--- src/rtl/spk_pkg.sv ---
package spk_pkg;
  localparam int SID_W = 4;
  localparam int TAG_W = 2;
  localparam int TS_W  = 6;
  localparam int RW    = 4;
  localparam int NREG  = 8;
  localparam int UOP_W = 16;
  localparam int NTAG  = 1 << TAG_W;
  localparam int RIX_W = $clog2(NREG);
  localparam int OUT_W = 2 + TAG_W + SID_W;

  localparam int IX_V  = 0;
  localparam int IX_TH = 2;
  localparam int IX_R  = 3;

  typedef logic signed [RW-1:0] nval_t;

  typedef struct packed {
    logic [SID_W-1:0] sid;
    logic [TAG_W-1:0] tag;
    logic [TS_W-1:0]  ts;
  } spk_ev_t;

  typedef enum logic [3:0] {
    OP_NOP  = 4'd0,
    OP_RECV = 4'd1,
    OP_LDW  = 4'd2,
    OP_ADD  = 4'd3,
    OP_ADDI = 4'd4,
    OP_LEAK = 4'd5,
    OP_TDEC = 4'd6,
    OP_REFR = 4'd7,
    OP_FIRE = 4'd8,
    OP_STDP = 4'd9,
    OP_MOV  = 4'd10
  } uop_e;

  function automatic logic signed [6:0] ext7(input nval_t x);
    return {{3{x[RW-1]}}, x};
  endfunction

  function automatic nval_t sat4(input logic signed [6:0] x);
    if (x > 7'sd7)       return 4'sd7;
    else if (x < -7'sd8) return -4'sd8;
    else                 return x[RW-1:0];
  endfunction

  function automatic nval_t tern(input nval_t x);
    if (x > 4'sd0)      return 4'sd1;
    else if (x < 4'sd0) return -4'sd1;
    else                return 4'sd0;
  endfunction
endpackage

--- src/rtl/spk_evq.sv ---
module spk_evq
  import spk_pkg::*;
#(
  parameter int DEPTH = 2
) (
  input  logic    clk,
  input  logic    rst_n,
  input  logic    flush,
  input  logic    in_valid,
  output logic    in_ready,
  input  spk_ev_t in_ev,
  input  logic    pop,
  output spk_ev_t out_ev,
  output logic    nonempty
);
  localparam int PW = (DEPTH > 1) ? $clog2(DEPTH) : 1;
  localparam int CW = $clog2(DEPTH + 1);

  spk_ev_t        slot_q [DEPTH];
  logic [PW-1:0]  wp_q, rp_q;
  logic [CW-1:0]  cnt_q;
  logic           full, push;

  function automatic logic [PW-1:0] nxt(input logic [PW-1:0] p);
    return (p == PW'(DEPTH - 1)) ? '0 : p + 1'b1;
  endfunction

  assign full     = (cnt_q == CW'(DEPTH));
  assign nonempty = (cnt_q != '0);
  assign in_ready = !full || pop;
  assign push     = in_valid && in_ready && !flush;
  assign out_ev   = slot_q[rp_q];

  always_ff @(posedge clk) begin
    if (push) slot_q[wp_q] <= in_ev;
  end

  always_ff @(posedge clk or negedge rst_n) begin
    if (!rst_n) begin
      wp_q  <= '0;
      rp_q  <= '0;
      cnt_q <= '0;
    end else if (flush) begin
      wp_q  <= '0;
      rp_q  <= '0;
      cnt_q <= '0;
    end else begin
      if (push) wp_q <= nxt(wp_q);
      if (pop)  rp_q <= nxt(rp_q);
      case ({push, pop})
        2'b10:   cnt_q <= cnt_q + 1'b1;
        2'b01:   cnt_q <= cnt_q - 1'b1;
        default: cnt_q <= cnt_q;
      endcase
    end
  end

  AST_NO_UNDERFLOW: assert property (@(posedge clk) disable iff (!rst_n)
    pop |-> nonempty);
  AST_NO_OVERFLOW: assert property (@(posedge clk) disable iff (!rst_n)
    (full && !pop && !flush) |=> full);
  AST_FLUSH_EMPTY: assert property (@(posedge clk) disable iff (!rst_n)
    flush |=> !nonempty);
endmodule

--- src/rtl/spk_exec.sv ---
module spk_exec
  import spk_pkg::*;
(
  input  logic                     active,
  input  logic [UOP_W-1:0]         uop,
  input  logic [NREG-1:0][RW-1:0]  rf_q,
  input  logic [RW-1:0]            wt_rdata,
  output logic [NREG-1:0][RW-1:0]  rf_d,
  output logic                     recv,
  output logic                     emit,
  output logic                     spike,
  output logic                     wt_we,
  output logic [RW-1:0]            wt_wdata
);
  uop_e              opc;
  logic [RIX_W-1:0]  rd, rs;
  logic [5:0]        imm;
  logic [1:0]        k;
  nval_t             a, b, vv, th, rr;
  logic signed [6:0] acc;

  assign opc = uop_e'(uop[15:12]);
  assign rd  = uop[11:9];
  assign rs  = uop[8:6];
  assign imm = uop[5:0];
  assign k   = imm[1:0];
  assign a   = rf_q[rd];
  assign b   = rf_q[rs];
  assign vv  = rf_q[IX_V];
  assign th  = rf_q[IX_TH];
  assign rr  = rf_q[IX_R];

  always_comb begin
    rf_d     = rf_q;
    recv     = 1'b0;
    emit     = 1'b0;
    spike    = 1'b0;
    wt_we    = 1'b0;
    wt_wdata = '0;
    acc      = '0;
    if (active) begin
      case (opc)
        OP_RECV: recv = 1'b1;
        OP_LDW:  rf_d[rd] = wt_rdata;
        OP_ADD:  rf_d[rd] = sat4(ext7(a) + ext7(b));
        OP_ADDI: rf_d[rd] = sat4(ext7(a) + {imm[5], imm});
        OP_LEAK: rf_d[rd] = a >>> k;
        OP_TDEC: begin
          if (a > 4'sd0) begin
            acc      = ext7(a) - (7'sd1 <<< k);
            rf_d[rd] = (acc < 7'sd0) ? '0 : acc[RW-1:0];
          end
        end
        OP_REFR: begin
          if (rr > 4'sd0) begin
            rf_d[IX_R] = rr - 4'sd1;
            rf_d[IX_V] = vv >>> k;
          end
        end
        OP_FIRE: begin
          emit  = 1'b1;
          spike = (vv >= th) && !(rr > 4'sd0);
          if (spike) begin
            rf_d[IX_V] = '0;
            rf_d[IX_R] = {1'b0, imm[2:0]};
          end
        end
        OP_STDP: begin
          wt_we    = 1'b1;
          wt_wdata = tern(sat4(ext7(a) + ext7(b)));
        end
        OP_MOV:  rf_d[rd] = b;
        default: ;
      endcase
    end
  end

  always_comb begin
    if (wt_we) AST_STDP_TERNARY: assert (tern(nval_t'(wt_wdata)) == nval_t'(wt_wdata));
  end
endmodule

--- src/rtl/spk_ucode_neuron.sv ---
module spk_ucode_neuron
  import spk_pkg::*;
#(
  parameter int QDEPTH = 2,
  parameter int UC_AW  = 4
) (
  input  logic                  clk,
  input  logic                  rst_n,
  input  logic                  ev_valid,
  output logic                  ev_ready,
  input  logic [SID_W-1:0]      ev_sid,
  input  logic [TAG_W-1:0]      ev_tag,
  input  logic [TS_W-1:0]       ev_time,
  output logic [UC_AW-1:0]      uc_addr,
  input  logic [UOP_W-1:0]      uc_data,
  output logic [SID_W-1:0]      wt_addr,
  input  logic [RW-1:0]         wt_rdata,
  output logic                  wt_we,
  output logic [RW-1:0]         wt_wdata,
  input  logic [NTAG*UC_AW-1:0] cfg_base,
  input  logic [UC_AW:0]        cfg_len,
  input  logic [NREG*RW-1:0]    cfg_init,
  input  logic                  soft_rst,
  input  logic                  clr_out,
  input  logic                  flush,
  output logic                  out_valid,
  input  logic                  out_ready,
  output logic [OUT_W-1:0]      out_data
);
  localparam int LEN_W = UC_AW + 1;

  typedef enum logic {S_IDLE, S_RUN} st_e;

  spk_ev_t                  in_ev, q_ev, cur_q;
  logic                     q_nonempty, pop, active;
  st_e                      st_q;
  logic [UC_AW-1:0]         pc_q;
  logic [LEN_W-1:0]         left_q;
  logic [NREG-1:0][RW-1:0]  rf_q, rf_d;
  logic [SID_W-1:0]         last_sid_q;
  logic [TAG_W-1:0]         last_tag_q;
  logic [TS_W-1:0]          last_time_q;
  logic                     spike_flag_q;
  logic                     recv, emit, spike;

  assign in_ev   = '{sid: ev_sid, tag: ev_tag, ts: ev_time};
  assign pop     = (st_q == S_IDLE) && q_nonempty && !flush && !soft_rst;
  assign active  = (st_q == S_RUN) && !soft_rst;
  assign uc_addr = pc_q;
  assign wt_addr = last_sid_q;

  spk_evq #(.DEPTH(QDEPTH)) i_evq (
    .clk      (clk),
    .rst_n    (rst_n),
    .flush    (flush),
    .in_valid (ev_valid),
    .in_ready (ev_ready),
    .in_ev    (in_ev),
    .pop      (pop),
    .out_ev   (q_ev),
    .nonempty (q_nonempty)
  );

  spk_exec i_exec (
    .active   (active),
    .uop      (uc_data),
    .rf_q     (rf_q),
    .wt_rdata (wt_rdata),
    .rf_d     (rf_d),
    .recv     (recv),
    .emit     (emit),
    .spike    (spike),
    .wt_we    (wt_we),
    .wt_wdata (wt_wdata)
  );

  // dispatch and micro-op sequencing
  always_ff @(posedge clk or negedge rst_n) begin
    if (!rst_n) begin
      st_q   <= S_IDLE;
      pc_q   <= '0;
      left_q <= '0;
      cur_q  <= '0;
    end else if (soft_rst) begin
      st_q <= S_IDLE;
    end else if (st_q == S_IDLE) begin
      if (pop && cfg_len != '0) begin
        cur_q  <= q_ev;
        pc_q   <= cfg_base[q_ev.tag*UC_AW +: UC_AW];
        left_q <= cfg_len;
        st_q   <= S_RUN;
      end
    end else begin
      pc_q   <= pc_q + 1'b1;
      left_q <= left_q - 1'b1;
      if (left_q == LEN_W'(1)) st_q <= S_IDLE;
    end
  end

  // register file and last-event fields
  always_ff @(posedge clk or negedge rst_n) begin
    if (!rst_n) begin
      rf_q         <= '0;
      last_sid_q   <= '0;
      last_tag_q   <= '0;
      last_time_q  <= '0;
      spike_flag_q <= 1'b0;
    end else if (soft_rst) begin
      rf_q         <= cfg_init;
      last_sid_q   <= '0;
      last_tag_q   <= '0;
      last_time_q  <= '0;
      spike_flag_q <= 1'b0;
    end else begin
      rf_q <= rf_d;
      if (recv) begin
        last_sid_q  <= cur_q.sid;
        last_tag_q  <= cur_q.tag;
        last_time_q <= cur_q.ts;
      end
      if (emit) spike_flag_q <= spike;
    end
  end

  // held result beat
  always_ff @(posedge clk or negedge rst_n) begin
    if (!rst_n) begin
      out_valid <= 1'b0;
      out_data  <= '0;
    end else if (clr_out) begin
      out_valid <= 1'b0;
    end else if (emit && (!out_valid || out_ready)) begin
      out_valid <= 1'b1;
      out_data  <= {1'b1, last_tag_q, last_sid_q, spike};
    end else if (out_ready) begin
      out_valid <= 1'b0;
    end
  end

  AST_ONE_UOP_STEP: assert property (@(posedge clk) disable iff (!rst_n)
    (st_q == S_RUN && left_q > LEN_W'(1) && !soft_rst) |=> (uc_addr == UC_AW'($past(uc_addr) + 1'b1)));
  AST_BEAT_HELD: assert property (@(posedge clk) disable iff (!rst_n)
    (out_valid && !out_ready && !clr_out) |=> (out_valid && $stable(out_data)));
  AST_CLR_WINS: assert property (@(posedge clk) disable iff (!rst_n)
    clr_out |=> !out_valid);
  AST_BEAT_MARK: assert property (@(posedge clk) disable iff (!rst_n)
    out_valid |-> out_data[OUT_W-1]);
  AST_FLAG_TRACKS: assert property (@(posedge clk) disable iff (!rst_n)
    (emit && !soft_rst) |=> (spike_flag_q == $past(spike)));
  AST_RECV_TIME: assert property (@(posedge clk) disable iff (!rst_n)
    (recv && !soft_rst) |=> (last_time_q == $past(cur_q.ts)));
  AST_SOFT_RELOAD: assert property (@(posedge clk) disable iff (!rst_n)
    soft_rst |=> (rf_q == $past(cfg_init) && last_sid_q == '0 && !spike_flag_q));
endmodule

--- config.mk ---
export PLATFORM = sky130hd
export DESIGN_NAME = spk_ucode_neuron
export DESIGN_NICKNAME = d
export VERILOG_FILES = /design/src/rtl/spk_pkg.sv /design/src/rtl/spk_evq.sv /design/src/rtl/spk_exec.sv /design/src/rtl/spk_ucode_neuron.sv
export SDC_FILE = /design/constraint.sdc
export NUM_CORES = 1
export LEC_CHECK = 0
export ABC_AREA = 1
export BUFFER_PORTS_ARGS = -buffer_cell sky130_fd_sc_hd__clkbuf_2
export CELL_PAD_IN_SITES_DETAIL_PLACEMENT = 0
export CELL_PAD_IN_SITES_GLOBAL_PLACEMENT = 2
export CORE_MARGIN = 4
export CORE_UTILIZATION = 27
export DETAILED_ROUTE_END_ITERATION = 16
export GPL_ROUTABILITY_DRIVEN = 1
export GPL_TIMING_DRIVEN = 0
export PLACE_DENSITY = 0.81
export RECOVER_POWER = 100
export SLEW_MARGIN = 15
export SYNTH_ARGS = -nofsm -noshare
export SYNTH_HDL_FRONTEND = slang
export SYNTH_SLANG_ARGS = --single-unit
--- constraint.sdc ---
create_clock -name clk -period 3.6 [get_ports clk]
set_input_delay 0.72 -clock clk [delete_from_list [all_inputs] [get_ports clk]]
set_output_delay 0.72 -clock clk [all_outputs]
set_load 0.005 [all_outputs]
==> impl_metrics.env, run 1 <==
export IMPL_tns_ns=-0.1923
export IMPL_port_buffers=103
export IMPL_drc=0
export IMPL_cts_made_buffers=9
export IMPL_crit_buf_inv=5
export IMPL_multi_input_area_mm2=0.005136
export IMPL_crit_start="uc_data[6]"
export IMPL_fillCellCount=3127
export IMPL_fin_skew_ns=0.01125
export IMPL_critPathKind="primary input to output port"
export IMPL_start_kind="primary input"
export IMPL_syn_area_mm2=0.007579
export IMPL_num_io_pins=115
export IMPL_synth_largest_area_cell="nand2_1"
export IMPL_ant_nets=0
export IMPL_crit_family="simple AND/OR/NAND/NOR gates"
export IMPL_timing_worst_slew_pin_value_ns=1.370
export IMPL_synth_yosys_seq_area_share_pct=26.88
export IMPL_path_cells="clkbuf_16 > clkbuf_16 > o211ai_1 > nand3_2 > o21ai_4 > inv_2 > ha_4 > fa_2 > nand2_2 > nand3_2 > nand2_4 > nand2_4 > nand2_4 > nand2_4 > o41ai_4 > inv_1 > clkbuf_2"
export IMPL_yosysMostFrequentCell="nand2_1"
export IMPL_max_slew_margin_pct=8.671
export IMPL_die_w_um=175.5
export IMPL_vias_per_cell=4.881
export IMPL_yosysWarnings=0
export IMPL_swShare_pct=48.51
export IMPL_grt_max_degree=53
export IMPL_grt_pass1_vias=8406
export IMPL_placed_area_mm2=0.008597
export IMPL_synthTopCellsByCount="nand2_1, nor2_1, inv_1, nand3_1, a21oi_1"
export IMPL_ys_ff_latch=79
export IMPL_grt_pass1_wl_um=48670
export IMPL_setup_ws_ns=-0.1923
export IMPL_p_comb_share_pct=53.3
export IMPL_setup_viol=1
export IMPL_area_growth_pct=25.34
export IMPL_wirelength_um=31790
export IMPL_core_area_mm2=0.02771
export IMPL_final_nets=1534
export IMPL_cellLeakagePower_nw=4.820
export IMPL_max_stage_delay_ns=0.35
export IMPL_clkLatencyLatePin_ns=0.35
export IMPL_status="complete, but fails checks"
export IMPL_cts_tree="built"
export IMPL_dieArea_mm2=0.03081
export IMPL_cp_arrival_ns=3.07
export IMPL_synth_area_leaders="nand2_1, dfrtp_1, nor2_1"
export IMPL_powerDensity_mw_per_mm2=551.7
export IMPL_hold_slack_ns=0.4833
export IMPL_clockPowerShare_pct=18.5
export IMPL_violations="negative setup slack"
export IMPL_die_y_um=175.5
export IMPL_place_hpwl_um=25180
export IMPL_initialDrtViolationCount=664
export IMPL_clk_pin_slew_ns=0.07
export IMPL_syn_inst=1279
export IMPL_gp_congestion=0.9480
export IMPL_drv_slew=0
export IMPL_fp_row_count=61
export IMPL_fmax_mhz=263.7
export IMPL_antenna_found_initial=0
export IMPL_synth_cell_types=49
export IMPL_fin_crit_sh_pct=105.3
export IMPL_hold_class="register to register"
export IMPL_min_delay_start="out_data[7]$_DFFE_PN0P_"
export IMPL_antennaDiodeCount=0
export IMPL_period_needed_ns=3.792
export IMPL_vdd_drop_max_mv=0.3244
export IMPL_synthFlopType="dfrtp_1"
export IMPL_synth_avg_cell_area_um2=5.925
export IMPL_hold_violations=0
export IMPL_crit_required_ns=2.88
export IMPL_grt_use_total_pct=20.28
export IMPL_fin_area_mm2=0.009499
export IMPL_htree_levels=3
export IMPL_drive_above_1_share_pct=17.58
export IMPL_wl_per_cell_um=17.66
export IMPL_seqPwrFrac_pct=28.2
export IMPL_drtPass1Iterations=5
export IMPL_timing_rr_start="rf_q[3]$_DFFE_PN0P_"
export IMPL_clk_path_buf_depth=2
export IMPL_start_util_pct=27.35
export IMPL_crit_fanout=6
export IMPL_rsz0062_at_grt="true"
export IMPL_regArea_mm2=0.002037
export IMPL_p_int_mw=2.699
export IMPL_via_count=8786
export IMPL_crit_top_cell="nand2_4"
export IMPL_max_cap_violations=0
export IMPL_synth_edff_count=12
export IMPL_yosysTopAreaCellShare_pct=22.24
export IMPL_cts_root_buffer="clkbuf_16"
export IMPL_slowest_stage="fa_2"
export IMPL_p_sw_mw=2.542
export IMPL_grt_overflow=0
export IMPL_crit_path_end_kind="output port"
export IMPL_cts_sinks=79
export IMPL_async_flop_share_pct=84.81
export IMPL_syn_nets=1396
## final timing paths
kind                       cells past startpoint                 endpoint  slack, ns
setup / recovery                              17              wt_wdata[0]      -0.19
hold / removal                                 2  out_data[7]$_DFFE_PN0P_       0.48
setup reg to reg                              22     rf_q[10]$_DFFE_PN0P_       0.27
hold reg to reg                                2  out_data[7]$_DFFE_PN0P_       0.48
max in group asynchronous                      2      rf_q[2]$_DFFE_PN0P_       1.21
min in group asynchronous                      1     rf_q[18]$_DFFE_PN0P_       0.50
## repair_timing
action	CTS	global route
pin swaps	22	19
gates cloned	2	2
endpoints found under the setup margin	34	36
hold buffers	0	0
gates resized for setup	78	44
setup buffers	11	9
## layer usage
| metal | up-vias | global-route usage (%) | wire (µm) |
|---|---|---|---|
| met5 | - | 0 | 0 |
| met4 | 0 | 5.068 | 509 |
| met3 | 35 | 3.465 | 1946 |
| met2 | 245 | 32.82 | 14540 |
| met1 | 4081 | 28.26 | 14790 |
| li1 | 4425 | - | - |
## per-stage QoR
step	instances	power [mW]	utilization, %	setup WS, ns
6_report	1800	5.241	34.29	-0.1923
5_1_grt	1800	5.671	34.29	-0.3013
4_1_cts	1789	5.102	33.63	-0.2096
3_5_place_dp	1761	3.792	31.03	-1.006
3_3_place_gp	1760	3.760	30.92	-1.021
2_1_floorplan	1279	2.997	-	0.02611
## tightest hold or removal path, stage by stage, from the launching register on
cell	delay (ns)
dfrtp_1	0.36
inv_1	0.04
nand2_1	0.05
## logic make-up (layout without fill, tap and decap cells)
logic type	after synthesis	in the layout	share of synthesized area [%]
fa+ha+maj	25	25	4.425
xor+xnor	3	3	0.3468
simple gates	782	782	43.12
compound gates	209	209	15.78
flops	79	79	26.88
buf+inv	181	324	9.444
## power groups by stage
| stage | combinational (mW) | clock (mW) | sequential (mW) |
|---|---|---|---|
| 2_1_floorplan | 1.65 | 0 | 1.35 |
| 3_3_place_gp | 2.29 | 0 | 1.47 |
| 3_5_place_dp | 2.31 | 0 | 1.48 |
| 4_1_cts | 2.65 | 0.988 | 1.47 |
| 5_1_grt | 3.14 | 1.02 | 1.51 |
| 6_report | 2.80 | 0.967 | 1.48 |
## cell usage in the layout, fill, tap and decap left out, drive strengths merged, types with 8 or more instances in the layout
| cell | Yosys | layout |
|---|---|---|
| inv | 134 | 136 |
| ha | 22 | 22 |
| a21oi | 95 | 95 |
| o211ai | 8 | 8 |
| a31oi | 8 | 8 |
| nor3 | 26 | 26 |
| clkbuf | 22 | 145 |
| edfxtp | 12 | 12 |
| dfrtp | 67 | 67 |
| nand3 | 110 | 110 |
| nor2 | 170 | 170 |
| nand2 | 457 | 457 |
| buf | 22 | 37 |
| o21ai | 74 | 74 |
## state kept, by name, indices dropped and copies added, names as in the netlist
register      flops
rf_q             32
st_q              1
left_q            5
out_data          8
wt_addr           4
uc_addr           4
i_evq.wp_q        1
out_valid         1
i_evq.cnt_q       2
last_tag_q        2
cur_q             6
i_evq.rp_q        1
i_evq.slot_q     12
## final cells by class
type | count | share of cell area [%]
multi-input cells | 1019 | 54.07
clock buffers | 11 | 2.779
clock inverters | 5 | 0.4742
repair buffers | 128 | 8.022
flip-flops and latches | 79 | 21.44
well taps | 378 | 4.979
plain buffers | 43 | 2.648
inverters | 137 | 5.585
Note: power is estimated with default switching activity, not from simulation.
==> run 2, diff against run 1 <==
CORE_UTILIZATION = 28   (was 27)
CTS_BUF_LIST = sky130_fd_sc_hd__clkbuf_2 sky130_fd_sc_hd__clkbuf_4 sky130_fd_sc_hd__clkbuf_8   (was not set)
PLACE_DENSITY = 0.83   (was 0.81)
==> impl_metrics.env, run 2 (synthesis gave the netlist of run 1 again) <==
export IMPL_crit_buf_inv=6
export IMPL_crit_family="simple AND/OR/NAND/NOR gates"
export IMPL_clk_pin_slew_ns=0.09
export IMPL_gp_congestion=0.9320
export IMPL_top_layer="met4"
export IMPL_drc=0
export IMPL_cellLeakagePower_nw=4.702
export IMPL_cts_sinks=79
export IMPL_vdd_drop_max_mv=0.2159
export IMPL_crit_required_ns=2.88
export IMPL_dr_wl_met3_um=2212
export IMPL_place_ws_ns=-1.036
export IMPL_drtPass1Iterations=6
export IMPL_timing_worst_slew_pin_value_ns=1.356
export IMPL_drt_met1_wl_um=14840
export IMPL_powerDensity_mw_per_mm2=535.8
export IMPL_drive_above_1_share_pct=15.89
export IMPL_vias_per_cell=4.971
export IMPL_crit_path_end_kind="output port"
export IMPL_start_util_pct=28.76
export IMPL_core_area_mm2=0.02635
export IMPL_violations="negative setup slack"
export IMPL_status="complete, but fails checks"
export IMPL_period_needed_ns=3.805
export IMPL_cp_arrival_ns=3.08
export IMPL_ant_nets=0
export IMPL_largestRegisters="rf_q x32, i_evq.slot_q x12, out_data x8"
export IMPL_clk_path_buf_depth=2
export IMPL_initialDrtViolationCount=739
export IMPL_fp_row_count=59
export IMPL_dieArea_mm2=0.02976
export IMPL_slowest_stage="fa_2"
export IMPL_via_count=8704
export IMPL_crit_fanout=10
export IMPL_place_hpwl_um=24860
export IMPL_wirelength_um=31590
export IMPL_final_nets=1528
export IMPL_layout_commonest_cell="nand2_1"
export IMPL_cts_made_buffers=9
export IMPL_timing_rr_start="rf_q[12]$_DFFE_PN0P_"
export IMPL_die_y_um=172.5
export IMPL_grt_pass1_vias=8540
export IMPL_final_cell_mix="nand2_1, nor2_1, inv_1"
export IMPL_max_slew_margin_pct=9.624
export IMPL_grt_max_degree=53
export IMPL_ctsHoldBuffers=0
export IMPL_reg2reg_slack_ns=0.34
export IMPL_grt_pass1_wl_um=49120
export IMPL_antenna_found_initial=0
export IMPL_max_cap_violations=0
export IMPL_path_cells="clkbuf_4 > inv_4 > buf_6 > nand2_1 > nand2_1 > nand2_1 > nand2_1 > nand2_1 > nand2_4 > ha_4 > fa_2 > nand2_2 > nand3_2 > nand2_4 > nor2_4 > nor2_2 > inv_2 > o41ai_4 > inv_1 > clkbuf_2"
export IMPL_port_buffers=103
export IMPL_hold_violations=0
export IMPL_setup_viol=1
export IMPL_hold_class="primary input to asynchronous set/reset pin"
export IMPL_cts_root_buffer="clkbuf_8"
export IMPL_worstReg2RegEnd="rf_q[4]$_DFFE_PN0P_"
export IMPL_fmax_mhz=262.8
export IMPL_drv_slew=0
export IMPL_grt_use_total_pct=20.81
export IMPL_hold_slack_ns=0.4722
export IMPL_regMostFlops="rf_q"
export IMPL_fin_skew_ns=0.01221
export IMPL_rsz0062_at_grt="true"
export IMPL_clkLatencyLatePin_ns=0.37
export IMPL_die_w_um=172.5
export IMPL_crit_top_cell="nand2_1"
export IMPL_start_kind="primary input"
export IMPL_cts_tree="built"
export IMPL_htree_levels=3
export IMPL_fin_crit_sh_pct=105.7
export IMPL_largest_reg_flops=32
export IMPL_num_io_pins=115
export IMPL_area_growth_pct=21.07
export IMPL_antennaDiodeCount=0
export IMPL_setup_ws_ns=-0.2049
export IMPL_wl_per_cell_um=18.04
export IMPL_wl_met2_um=14190
export IMPL_ff2ff_path_depth=24
export IMPL_grt_overflow=0
export IMPL_max_stage_delay_ns=0.34
export IMPL_critPathKind="primary input to output port"
-- run 2: changes by cell type in the layout (fill, tap and decap cells not counted), sizes merged --
cell,previous run,this run
clkinvlp,2,1
clkbuf,145,138
clkinv,4,5
bufinv,0,1
-- run 2: metal layers --
layer | vias to the layer above | GRT usage, %
met1 | 4024 | 29.23
met4 | 0 | 4.458
met2 | 254 | 33.28
met3 | 24 | 4.170
li1 | 4402 | -
met5 | - | 0
-- run 2: final cells by class --
| type | instances | area [µm²] |
|---|---|---|
| well taps | 335 | 419.2 |
| inverters | 137 | 523.0 |
| fillers | 3006 | 17180 |
| clock buffers | 10 | 131.4 |
| repair buffers | 121 | 671.9 |
| clock inverters | 6 | 68.82 |
| plain buffers | 44 | 239.0 |
| flip-flops and latches | 79 | 2037 |
| multi-input cells | 1019 | 5085 |
-- run 2: how the worst max path moves through the flow --
| stage | slack [ns] | start | depth (start not counted) | endpoint |
|---|---|---|---|---|
| finish | -0.20 | uc_data[9] | 20 | wt_wdata[0] |
| global route | -0.36 | uc_data[6] | 17 | wt_wdata[0] |
| CTS | -0.26 | uc_data[6] | 17 | wt_wdata[0] |
| detailed placement | -1.04 | uc_data[6] | 17 | wt_wdata[0] |
| global placement | -1.10 | uc_data[6] | 17 | wt_wdata[0] |
| floorplan | 0.03 | uc_data[6] | 15 | wt_wdata[0] |
-- run 2: timing repair --
item	in CTS	in global routing
cloned	1	2
endpoints found under the setup margin	34	35
gates resized for setup	57	42
setup buffers	8	6
pin swaps	13	15
-- run 2: where the power goes --
| part | leakage [nW] | total, mW | internal, mW | switching [mW] |
|---|---|---|---|---|
| Clock | 0.101 | 0.699 | 0.333 | 0.365 |
| Sequential | 0.953 | 1.46 | 1.16 | 0.301 |
| Combinational | 3.65 | 2.76 | 0.975 | 1.78 |
| Total | 4.70 | 4.92 | 2.47 | 2.45 |
-- run 2: per-stage QoR --
step                power, mW  TNS (ns)  instance area (µm²)  utilization (%)  std cells
floorplan               2.997         0                 7579                -       1279
global placement        3.764    -22.84                 8513            32.30       1717
CTS                     4.727   -0.2624                 9031            34.27       1743
finish                  4.916   -0.2049                 9175            34.81       1751
global route            5.371    -2.144                 9175            34.81       1751
detailed placement      3.785    -22.69                 8543            32.42       1718
-- run 2: worst reg2reg max path: stages, from the launching register on --
cell,delay [ns]
dfrtp_1,0.51
nand2_1,0.09
nand2_1,0.08
nand2_1,0.05
nand2_1,0.10
nand2_2,0.07
nand2_4,0.11
ha_1,0.18
inv_1,0.06
fa_1,0.40
inv_1,0.07
nand3_1,0.08
nand2_1,0.08
nand2_1,0.06
nand2_1,0.08
nand2_1,0.09
o21bai_4,0.26
buf_6,0.17
nand3_1,0.07
nand2_1,0.09
nand2_1,0.11
nand2_1,0.08
nand3_1,0.13
nand2_1,0.10
nand2_1,0.05
==> run 3, diff against run 2 <==
CORE_ASPECT_RATIO = 0.6   (was not set)
CORE_UTILIZATION = 26   (was 28)
PLACE_DENSITY = 0.78   (was 0.83)
==> impl_metrics.env, run 3 (synthesis gave the netlist of run 1 again) <==
export IMPL_final_nets=1537
export IMPL_die_y_um=140.2
export IMPL_clk_pin_slew_ns=0.09
export IMPL_dieArea_mm2=0.03203
export IMPL_crit_family="compound AO/OA/AOI/OAI gates"
export IMPL_num_io_pins=115
export IMPL_grt_overflow=0
export IMPL_cts_sinks=79
export IMPL_powerDensity_mw_per_mm2=545.7
export IMPL_setup_viol=1
export IMPL_place_inst=1758
export IMPL_crit_buf_inv=6
export IMPL_gp_congestion=0.9278
export IMPL_period_needed_ns=3.754
export IMPL_grt_pass1_vias=8098
export IMPL_drtPass1Iterations=5
export IMPL_critPathKind="primary input to output port"
export IMPL_crit_start="uc_data[6]"
export IMPL_hold_class="register to register"
export IMPL_vias_per_cell=4.985
export IMPL_clkLatencyLatePin_ns=0.39
export IMPL_ctsHoldBuffers=0
export IMPL_place_hpwl_um=27960
export IMPL_status="complete, but fails checks"
export IMPL_fp_row_count=48
export IMPL_largest_reg_flops=32
export IMPL_layout_commonest_cell="nand2_1"
export IMPL_placed_area_mm2=0.008586
export IMPL_fillCellCount=3276
export IMPL_start_kind="primary input"
export IMPL_core_area_mm2=0.02871
export IMPL_fin_cells=1800
export IMPL_drc=0
export IMPL_path_cells="clkbuf_16 > buf_8 > o211ai_1 > nand3_2 > o21ai_4 > inv_2 > ha_4 > fa_2 > nand2_2 > nand3_2 > nand2_4 > inv_4 > nand3_4 > nand2_4 > o41ai_4 > inv_1 > buf_2"
export IMPL_fin_skew_ns=0.01827
export IMPL_violations="max-capacitance violations, max-slew violations, negative setup slack"
export IMPL_grt_max_degree=36
export IMPL_fmax_mhz=266.4
export IMPL_start_util_pct=26.40
export IMPL_port_buffers=103
export IMPL_grt_use_total_pct=21.10
export IMPL_initialDrtViolationCount=878
export IMPL_ant_nets=0
export IMPL_antenna_found_initial=1
export IMPL_fin_crit_sh_pct=104.3
export IMPL_drive_above_1_share_pct=18.32
export IMPL_max_stage_delay_ns=0.34
export IMPL_final_cell_mix="nand2_1, nor2_1, inv_1"
export IMPL_area_growth_pct=24.27
export IMPL_place_ws_ns=-1.085
export IMPL_cp_arrival_ns=3.03
export IMPL_drv_slew=36
export IMPL_htree_levels=3
export IMPL_timing_rr_start="rf_q[2]$_DFFE_PN0P_"
export IMPL_cts_tree="built"
export IMPL_crit_path_end_kind="output port"
export IMPL_vdd_drop_max_mv=0.1976
export IMPL_rsz0062_at_grt="true"
export IMPL_max_slew_margin_pct=-35.24
export IMPL_fin_area_mm2=0.009418
export IMPL_final_util_pct=32.81
export IMPL_tns_ns=-0.1539
export IMPL_via_count=8973
export IMPL_die_w_um=228.4
export IMPL_crit_required_ns=2.88
export IMPL_cellLeakagePower_nw=4.745
export IMPL_clk_path_buf_depth=2
export IMPL_max_cap_violations=1
export IMPL_cts_made_buffers=9
export IMPL_grt_pass1_wl_um=51560
export IMPL_wirelength_um=34370
export IMPL_timing_worst_slew_pin_value_ns=2.029
export IMPL_largestRegisters="rf_q x32, i_evq.slot_q x12, out_data x8"
export IMPL_wl_per_cell_um=19.09
export IMPL_cts_root_buffer="clkbuf_8"
export IMPL_setup_ws_ns=-0.1539
export IMPL_min_delay_start="out_data[7]$_DFFE_PN0P_"
export IMPL_regMostFlops="rf_q"
export IMPL_hold_violations=0
export IMPL_antennaDiodeCount=0
export IMPL_crit_fanout=7
export IMPL_slowest_stage="fa_2"
## run 3: cell types whose count changed in the layout (fill, tap and decap cells not counted), moves of 3 or more
cell      change
ha_4          +3
buf_4        +10
nand3_2       +9
inv_2         +8
inv_1         -9
clkbuf_2      -7
ha_1          -3
nand3_1      -10
## run 3: final cells by class
cell class	instances	area (µm²)	area share (%)
Clock inverter	6	52.55	0.5580
Sequential cell	79	2039	21.66
Inverter	137	533.0	5.660
Tap cell	375	469.2	4.982
Multi-Input combinational cell	1019	5195	55.16
Clock buffer	10	131.4	1.395
Timing Repair Buffer	130	732.0	7.772
Buffer	44	265.3	2.817
## run 3: per-layer routing
metal / vias to the layer above / GRT usage (%) / part of all wire [%]
li1: 4421 / - / -
met1: 4164 / 35.54 / 53
met2: 365 / 26.05 / 35
met3: 23 / 5.528 / 11
met4: 0 / 2.993 / 0.85
met5: - / 0 / 0
## run 3: stage by stage
| stage | hold WS [ns] | power, mW |
|---|---|---|
| after floorplan | 0.4244 | 2.997 |
| after global placement | 0.4552 | 3.885 |
| after detailed placement | 0.4495 | 3.893 |
| after CTS | 0.3349 | 4.870 |
| after global routing | 0.5054 | 5.559 |
| final | 0.4781 | 5.139 |
## run 3: where the power goes
group / internal (mW) / leakage [nW] / switching (mW)
combinational: 1.04 / 3.71 / 1.94
clock: 0.270 / 0.0888 / 0.409
sequential: 1.16 / 0.951 / 0.317
## run 3: final timing paths
path	end	slack [ns]	cells past startpoint
worst max-delay path	wt_wdata[0]	-0.15	17
worst min-delay path	out_data[7]$_DFFE_PN0P_	0.48	2
worst max register to register	rf_q[2]$_DFFE_PN0P_	0.26	22
worst min register to register	out_data[7]$_DFFE_PN0P_	0.48	2
max in group asynchronous	i_evq.cnt_q[1]$_DFFE_PN0P_	0.86	2
min in group asynchronous	wt_addr[3]$_DFFE_PN0P_	0.90	1
## run 3: repair_timing
item | CTS | global route
gates cloned | 2 | 0
buffers inserted | 11 | 13
gates resized for setup | 74 | 70
setup endpoints to repair | 29 | 35
pin swaps | 13 | 23
## run 3: worst register-to-register path, delay by kind of cell, from the launching register on
family	cells	cell delay, ns
flip-flops	1	0.54
adder cells (fa/ha/maj)	1	0.29
buffers and inverters	5	0.62
AO/OA/AOI/OAI	1	0.25
AND/OR/NAND/NOR	15	1.54
